[src/rtl/txw_pkg.sv]
package txw_pkg;
   localparam int REG_AW     = 4;
   localparam int SLOT_COUNT = 6;

   localparam logic [REG_AW-1:0] RA_PTR       = 4'd0;
   localparam logic [REG_AW-1:0] RA_GAP_ADDR  = 4'd1;
   localparam logic [REG_AW-1:0] RA_GAP_SIZE  = 4'd2;
   localparam logic [REG_AW-1:0] RA_COUNT     = 4'd3;
   localparam logic [REG_AW-1:0] RA_DATA      = 4'd4;
   localparam logic [REG_AW-1:0] RA_SLOT_CLR  = 4'd5;
   localparam logic [REG_AW-1:0] RA_SLOT_BASE = 4'd8;

   // command bit that clears the valid flag of each slot, by slot index
   function automatic int slot_clr_bit(input int idx);
      case (idx)
         4:       return 6;
         5:       return 7;
         default: return idx;
      endcase
   endfunction
endpackage

[src/rtl/txw_ptr_unit.sv]
module txw_ptr_unit #(
   parameter int ADDR_W = 13,
   parameter int GAP_W  = 12
) (
   input  logic              clk,
   input  logic              rst_n,
   input  logic              ld_ptr,
   input  logic              ld_gap_addr,
   input  logic              ld_gap_size,
   input  logic [ADDR_W-1:0] ld_addr_val,
   input  logic [GAP_W-1:0]  ld_size_val,
   input  logic              step,
   output logic [ADDR_W-1:0] ptr,
   output logic [ADDR_W-1:0] gap_addr,
   output logic [GAP_W-1:0]  gap_size
);
   localparam logic [ADDR_W:0]   STEP_BYTES = (ADDR_W+1)'(2);
   localparam logic [ADDR_W-1:0] ALIGN_MASK = {{(ADDR_W-1){1'b1}}, 1'b0};

   logic [ADDR_W:0]   raw_sum;
   logic              gap_hit;
   logic [ADDR_W-1:0] adv;
   logic [ADDR_W-1:0] ptr_next;

   always_comb begin
      raw_sum  = {1'b0, ptr} + STEP_BYTES;
      gap_hit  = (raw_sum == {1'b0, gap_addr});
      adv      = gap_hit ? raw_sum[ADDR_W-1:0] + ADDR_W'({gap_size, 1'b0})
                         : raw_sum[ADDR_W-1:0];
      ptr_next = adv & ALIGN_MASK;
   end

   always_ff @(posedge clk) begin
      if (!rst_n) begin
         ptr      <= '0;
         gap_addr <= '0;
         gap_size <= '0;
      end else begin
         if (ld_ptr)           ptr <= ld_addr_val & ALIGN_MASK;
         else if (step)        ptr <= ptr_next;
         if (ld_gap_addr) gap_addr <= ld_addr_val & ALIGN_MASK;
         if (ld_gap_size) gap_size <= ld_size_val;
      end
   end
endmodule

[src/rtl/txw_countdown.sv]
module txw_countdown #(
   parameter int CNT_W   = 12,
   parameter bit IRQ_REG = 1'b1
) (
   input  logic             clk,
   input  logic             rst_n,
   input  logic             load,
   input  logic [CNT_W-1:0] load_val,
   input  logic             step,
   output logic [CNT_W-1:0] count,
   output logic             done
);
   localparam logic [CNT_W-1:0] ONE = CNT_W'(1);

   logic last_step;
   assign last_step = step && (count == ONE);

   always_ff @(posedge clk) begin
      if (!rst_n)                   count <= '0;
      else if (load)                count <= load_val;
      else if (step && count != '0) count <= count - ONE;
   end

   generate
      if (IRQ_REG) begin : g_reg_irq
         logic done_q;
         always_ff @(posedge clk) begin
            if (!rst_n) done_q <= 1'b0;
            else        done_q <= last_step;
         end
         assign done = done_q;
      end else begin : g_comb_irq
         assign done = last_step;
      end
   endgenerate
endmodule

[src/rtl/txw_slot_bank.sv]
module txw_slot_bank
   import txw_pkg::*;
#(
   parameter int DATA_W    = 16,
   parameter int VALID_BIT = 15
) (
   input  logic                             clk,
   input  logic                             rst_n,
   input  logic                             wr_en,
   input  logic [$clog2(SLOT_COUNT)-1:0]    wr_idx,
   input  logic [DATA_W-1:0]                wr_val,
   input  logic                             clr_en,
   input  logic [DATA_W-1:0]                clr_cmd,
   output logic [SLOT_COUNT-1:0][DATA_W-1:0] slots
);
   generate
      for (genvar i = 0; i < SLOT_COUNT; i++) begin : g_slot
         localparam int CBIT = slot_clr_bit(i);
         always_ff @(posedge clk) begin
            if (!rst_n)
               slots[i] <= '0;
            else if (wr_en && wr_idx == ($clog2(SLOT_COUNT))'(i))
               slots[i] <= wr_val;
            else if (clr_en && clr_cmd[CBIT])
               slots[i][VALID_BIT] <= 1'b0;
         end
      end
   endgenerate
endmodule

[src/rtl/txw_port.sv]
module txw_port
   import txw_pkg::*;
#(
   parameter int  ADDR_W    = 13,
   parameter int  CNT_W     = 12,
   parameter int  DATA_W    = 16,
   parameter int  VALID_BIT = 15,
   parameter bit  IRQ_REG   = 1'b1
) (
   input  logic              clk,
   input  logic              rst_n,
   input  logic              bus_wr,
   input  logic [3:0]        bus_addr,
   input  logic [15:0]       bus_wdata,
   output logic [15:0]       bus_rdata,
   output logic              ram_we,
   output logic [12:0]       ram_addr,
   output logic [15:0]       ram_wdata,
   output logic              irq_cnt_done
);
   localparam int SIDX_W = $clog2(SLOT_COUNT);

   generate
      if (CNT_W + 1 > ADDR_W) begin : g_bad_cnt
         $error("gap size times two must fit the address width");
      end
      if (DATA_W != 16 || ADDR_W != 13) begin : g_bad_port
         $error("port widths fixed at 16-bit data and 13-bit address");
      end
      if (VALID_BIT >= DATA_W || slot_clr_bit(SLOT_COUNT-1) >= DATA_W) begin : g_bad_bit
         $error("slot flag or command bit outside data width");
      end
      if (REG_AW != 4) begin : g_bad_aw
         $error("register offset width must be 4");
      end
   endgenerate

   // decode
   logic wr_ptr, wr_gap_addr, wr_gap_size, wr_cnt, wr_data, wr_clr, wr_slot;
   logic in_slot_rng;
   logic [SIDX_W-1:0] slot_idx;

   always_comb begin
      in_slot_rng = (bus_addr >= RA_SLOT_BASE) &&
                    (bus_addr <  RA_SLOT_BASE + REG_AW'(SLOT_COUNT));
      slot_idx    = SIDX_W'(bus_addr - RA_SLOT_BASE);
      wr_ptr      = bus_wr && bus_addr == RA_PTR;
      wr_gap_addr = bus_wr && bus_addr == RA_GAP_ADDR;
      wr_gap_size = bus_wr && bus_addr == RA_GAP_SIZE;
      wr_cnt      = bus_wr && bus_addr == RA_COUNT;
      wr_data     = bus_wr && bus_addr == RA_DATA;
      wr_clr      = bus_wr && bus_addr == RA_SLOT_CLR;
      wr_slot     = bus_wr && in_slot_rng;
   end

   logic [ADDR_W-1:0] wptr_q;
   logic [ADDR_W-1:0] gap_addr_q;
   logic [CNT_W-1:0]  gap_size_q;
   logic [CNT_W-1:0]  cnt_q;
   logic [SLOT_COUNT-1:0][DATA_W-1:0] slot_q;

   txw_ptr_unit #(.ADDR_W(ADDR_W), .GAP_W(CNT_W)) i_ptr (
      .clk         (clk),
      .rst_n       (rst_n),
      .ld_ptr      (wr_ptr),
      .ld_gap_addr (wr_gap_addr),
      .ld_gap_size (wr_gap_size),
      .ld_addr_val (bus_wdata[ADDR_W-1:0]),
      .ld_size_val (bus_wdata[CNT_W-1:0]),
      .step        (wr_data),
      .ptr         (wptr_q),
      .gap_addr    (gap_addr_q),
      .gap_size    (gap_size_q)
   );

   txw_countdown #(.CNT_W(CNT_W), .IRQ_REG(IRQ_REG)) i_cnt (
      .clk      (clk),
      .rst_n    (rst_n),
      .load     (wr_cnt),
      .load_val (bus_wdata[CNT_W-1:0]),
      .step     (wr_data),
      .count    (cnt_q),
      .done     (irq_cnt_done)
   );

   txw_slot_bank #(.DATA_W(DATA_W), .VALID_BIT(VALID_BIT)) i_slots (
      .clk     (clk),
      .rst_n   (rst_n),
      .wr_en   (wr_slot),
      .wr_idx  (slot_idx),
      .wr_val  (bus_wdata),
      .clr_en  (wr_clr),
      .clr_cmd (bus_wdata),
      .slots   (slot_q)
   );

   // memory side follows the strobe in the same cycle
   assign ram_we    = wr_data;
   assign ram_addr  = wptr_q;
   assign ram_wdata = bus_wdata;

   // read mux; data and slot reset offsets fall through to zero
   always_comb begin
      bus_rdata = '0;
      if (in_slot_rng) begin
         bus_rdata = slot_q[slot_idx];
      end else begin
         case (bus_addr)
            RA_PTR:      bus_rdata = DATA_W'(wptr_q);
            RA_GAP_ADDR: bus_rdata = DATA_W'(gap_addr_q);
            RA_GAP_SIZE: bus_rdata = DATA_W'(gap_size_q);
            RA_COUNT:    bus_rdata = DATA_W'(cnt_q);
            default:     bus_rdata = '0;
         endcase
      end
   end
endmodule

[config.mk]
export PLATFORM = sky130hd
export DESIGN_NAME = txw_port
export DESIGN_NICKNAME = d
export VERILOG_FILES = /design/src/rtl/txw_pkg.sv /design/src/rtl/txw_ptr_unit.sv /design/src/rtl/txw_countdown.sv /design/src/rtl/txw_slot_bank.sv /design/src/rtl/txw_port.sv
export SDC_FILE = /design/constraint.sdc
export NUM_CORES = 1
export LEC_CHECK = 0
export ABC_AREA = 1
export CAP_MARGIN = 20
export CORE_ASPECT_RATIO = 1.2
export CORE_MARGIN = 4
export CORE_UTILIZATION = 53
export DETAILED_ROUTE_END_ITERATION = 8
export PLACE_DENSITY = 0.83
export SLEW_MARGIN = 10
export SYNTH_ARGS = -nofsm -noshare
export SYNTH_HDL_FRONTEND = slang
export SYNTH_SLANG_ARGS = --single-unit
[constraint.sdc]
create_clock -name clk -period 3.43 [get_ports clk]
set_clock_uncertainty 0.1 [all_clocks]
set_input_delay 0.343 -clock clk [delete_from_list [all_inputs] [get_ports clk]]
set_output_delay 0.343 -clock clk [all_outputs]
set_load 0.05 [all_outputs]
==> flow_summary.yaml <==
outcome:
  outcome: "complete, no violations"
detailed_routing:
  vias_per_cell: 6.13
  detail-route-antenna-nets: 0
  drc: 0
  routedWlPerCell_um: 19.0
  routed-via-count: 8151
  wirelength_um: 25300
  drt-initial-drc-count: 954
  dr.pass1.iters: 6
timing:
  worst_pin_slew_ns: 0.819
  drv_slew: 0
  slew_headroom_pct: 45.2
  fin_tns_setup_ns: 0
  hold_violations: 0
  setup_viol_count_final: 0
  rsz0062_at_grt: "no"
  hold-worst-slack_ns: 0.309
  fmax_ghz: 0.314
  finalCriticalPeriod_ns: 3.19
  setup_slack_ns: 0.243
  fin_crit_sh_pct: 92.9
global_route:
  grt_pass1_vias: 7654
  antenna_found_initial: 0
  grtUsageTotal_pct: 29.5
  grt_pass1_wl_um: 39400
  grt_overflow: 0
  grt_use_met1_pct: 34.9
  grt_max_degree: 104
  grt_busiest_layer: "met2"
  gr-usage-met3_pct: 4.78
  met2_usage_pct: 49.9
final_layout:
  diodes: 0
  drive_gt1_share_pct: 8.84
  stdcell_area_um2: 9320
  fill_cells: 1238
  final_common_cell: "o21ai_0"
  fin_cells: 1329
  fin_util_pct: 64.6
  nets: 1182
  most-common-layout-cells: "153 x o21ai_0, 145 x dfxtp_1, 133 x a21oi_1, 124 x nand2_1, 122 x nor2_1"
  area_growth_syn_to_layout_pct: 19.0
setup_path:
  cp_top_family: "buffers and inverters"
  path_class: "input pin to output port"
  path_cells: "clkdlybuf4s50_1 -> inv_1 -> nor2_1 -> inv_1 -> nor2_1 -> inv_1 -> o22ai_1 -> a221oi_1 -> o21ai_0 -> buf_12"
  critPathArrivalTime_ns: 2.74
  end_kind: "output port"
  max_stage_delay_ns: 0.66
  crit_fanout: 11
  startpoint_type: "input pin"
  cp.buffers_inverters: 5
  critPathRequiredTime_ns: 2.99
  path_common_cell: "inv_1"
  slowest_stage: "clkdlybuf4s50_1"
synth:
  synth-xor-area-share_pct: 1.57
  synth_compound_area_share_pct: 28.0
  synth_nets: 1143
  yosys.area_share.simple_pct: 19.8
  synth_top_family_by_area: "compound AO/OA/AOI/OAI gates"
  async_reset_ff_share_pct: 0
  yosysSeqAreaShare_pct: 37.1
  synth_warnings: 0
  synth_edf_count: 0
  synthCells: 1102
  ys_types: 42
  synthAdderAreaFrac_pct: 2.97
  synth-seq-cells: 145
  muxShareOfSynthArea_pct: 0
  synth_top_flop_cell: "dfxtp_1"
  syn-cell-area_um2: 7830
  syn_avg_cell_area_um2: 7.10
floorplan:
  die_w_um: 119
  core_area_um2: 14400
  initial_core_util_pct: 54.3
  die_h_um: 141
  die-area_um2: 16800
  ios: 70
  rows: 48
clock_network:
  cts.path.max_buffers: 2
  htree_levels: 4
  post-cts-setup-buffers: 0
  cts-root-buf: "clkbuf_16"
  cts_hold_buf: 0
  cts_resized: 0
  clkSinkCount: 145
  clk_latency_ns: 0.42
  cts_tree: "built"
  cts.clk_slew.worst_paths_ns: 0.06
  cts_buffers: 17
placement:
  dpl_worst_slack_ns: 0.215
  dp_hpwl_um: 17600
  port_buffers: 68
  place.gp.congestion: 0.968
  dp_cells: 1297
  placed_cell_area_um2: 8690
power_and_ir_drop:
  power_density_nw_per_um2: 449
  power.total_mw: 4.19
  vdd_drop_max_v: 0.000268
  p_leak_nw: 3.82
min_path:
  hold_path.class: "input pin to flop"
run:
  cap_viol_max_count: 0
-- final timing paths --
check / depth (start not counted) / slack, ns / from / end
worst max-delay path: 10 / 0.24 / bus_addr[1] / bus_rdata[9]
worst min register to register: 2 / 0.39 / i_cnt.count[4] / i_cnt.count[4]
worst max register to register: 15 / 0.30 / i_ptr.ptr[1] / i_ptr.ptr[11]
worst min-delay path: 3 / 0.31 / rst_n / i_cnt.count[10]
-- cell usage after synthesis (3+ instances only) --
cell	count	area (µm²)
a21o_1	3	22.5
a21oi_1	133	666
a221oi_1	24	210
a22oi_1	29	218
a31oi_1	7	43.8
buf_1	4	15.0
buf_2	5	25.0
buf_4	19	143
clkbuf_1	42	158
clkinv_1	7	26.3
dfxtp_1	145	2900
ha_1	17	213
inv_1	118	443
nand2_1	124	465
nand2_2	5	31.3
nand2_4	5	56.3
nand3_1	42	210
nand3_2	3	30.0
nand4_1	18	113
nor2_1	122	458
nor2_2	5	31.3
nor2_4	5	56.3
nor3_1	3	15.0
o21ai_0	153	766
o221ai_1	3	26.3
o22ai_1	26	163
xnor2_1	8	70.1
xor2_1	6	52.6
-- worst min-delay path: cells and delay by family --
kind | cells | cell delay (ns)
buf+inv | 2 | 0.30
simple gates | 1 | 0.14
-- state kept, by name (all words and copies together) (netlist names) --
signal,flops
i_ptr.ptr,12
i_cnt.done,1
i_cnt.count,12
i_ptr.gap_size,12
i_slots.slots,96
i_ptr.gap_addr,12
-- cell families (layout without fill, tap and decap cells) --
kind of cell / after synthesis / count (layout)
AO/OA/AOI/OAI: 387 / 387
AND/OR/NAND/NOR: 339 / 339
buffers and inverters: 198 / 250
flip-flops: 145 / 145
adder cells (fa/ha/maj): 18 / 18
XOR/XNOR: 14 / 14
other: 1 / 1
-- power breakdown --
group | leakage (nW) | switching [mW] | internal, mW
Sequential | 1.17 | 0.0262 | 1.72
Clock | 0.298 | 0.767 | 1.23
Combinational | 2.35 | 0.310 | 0.137
Total | 3.82 | 1.10 | 3.08
-- cell type report --
type	count	area (µm²)	area share (%)
Tap cell	175	219	2.35
Sequential cell	145	2900	31.2
Clock inverter	14	200	2.15
Multi-Input combinational cell	759	4090	43.9
Clock buffer	18	429	4.61
Timing Repair Buffer	91	993	10.7
Inverter	127	477	5.12
-- metal layers --
metal  share of wire (%)  vias to the layer above
met3                 7.4                       98
li1                    -                     3845
met1                  38                     3767
met4                 6.1                        0
met5                   0                        -
met2                  49                      441
Note: power is estimated with default switching activity, not from simulation.
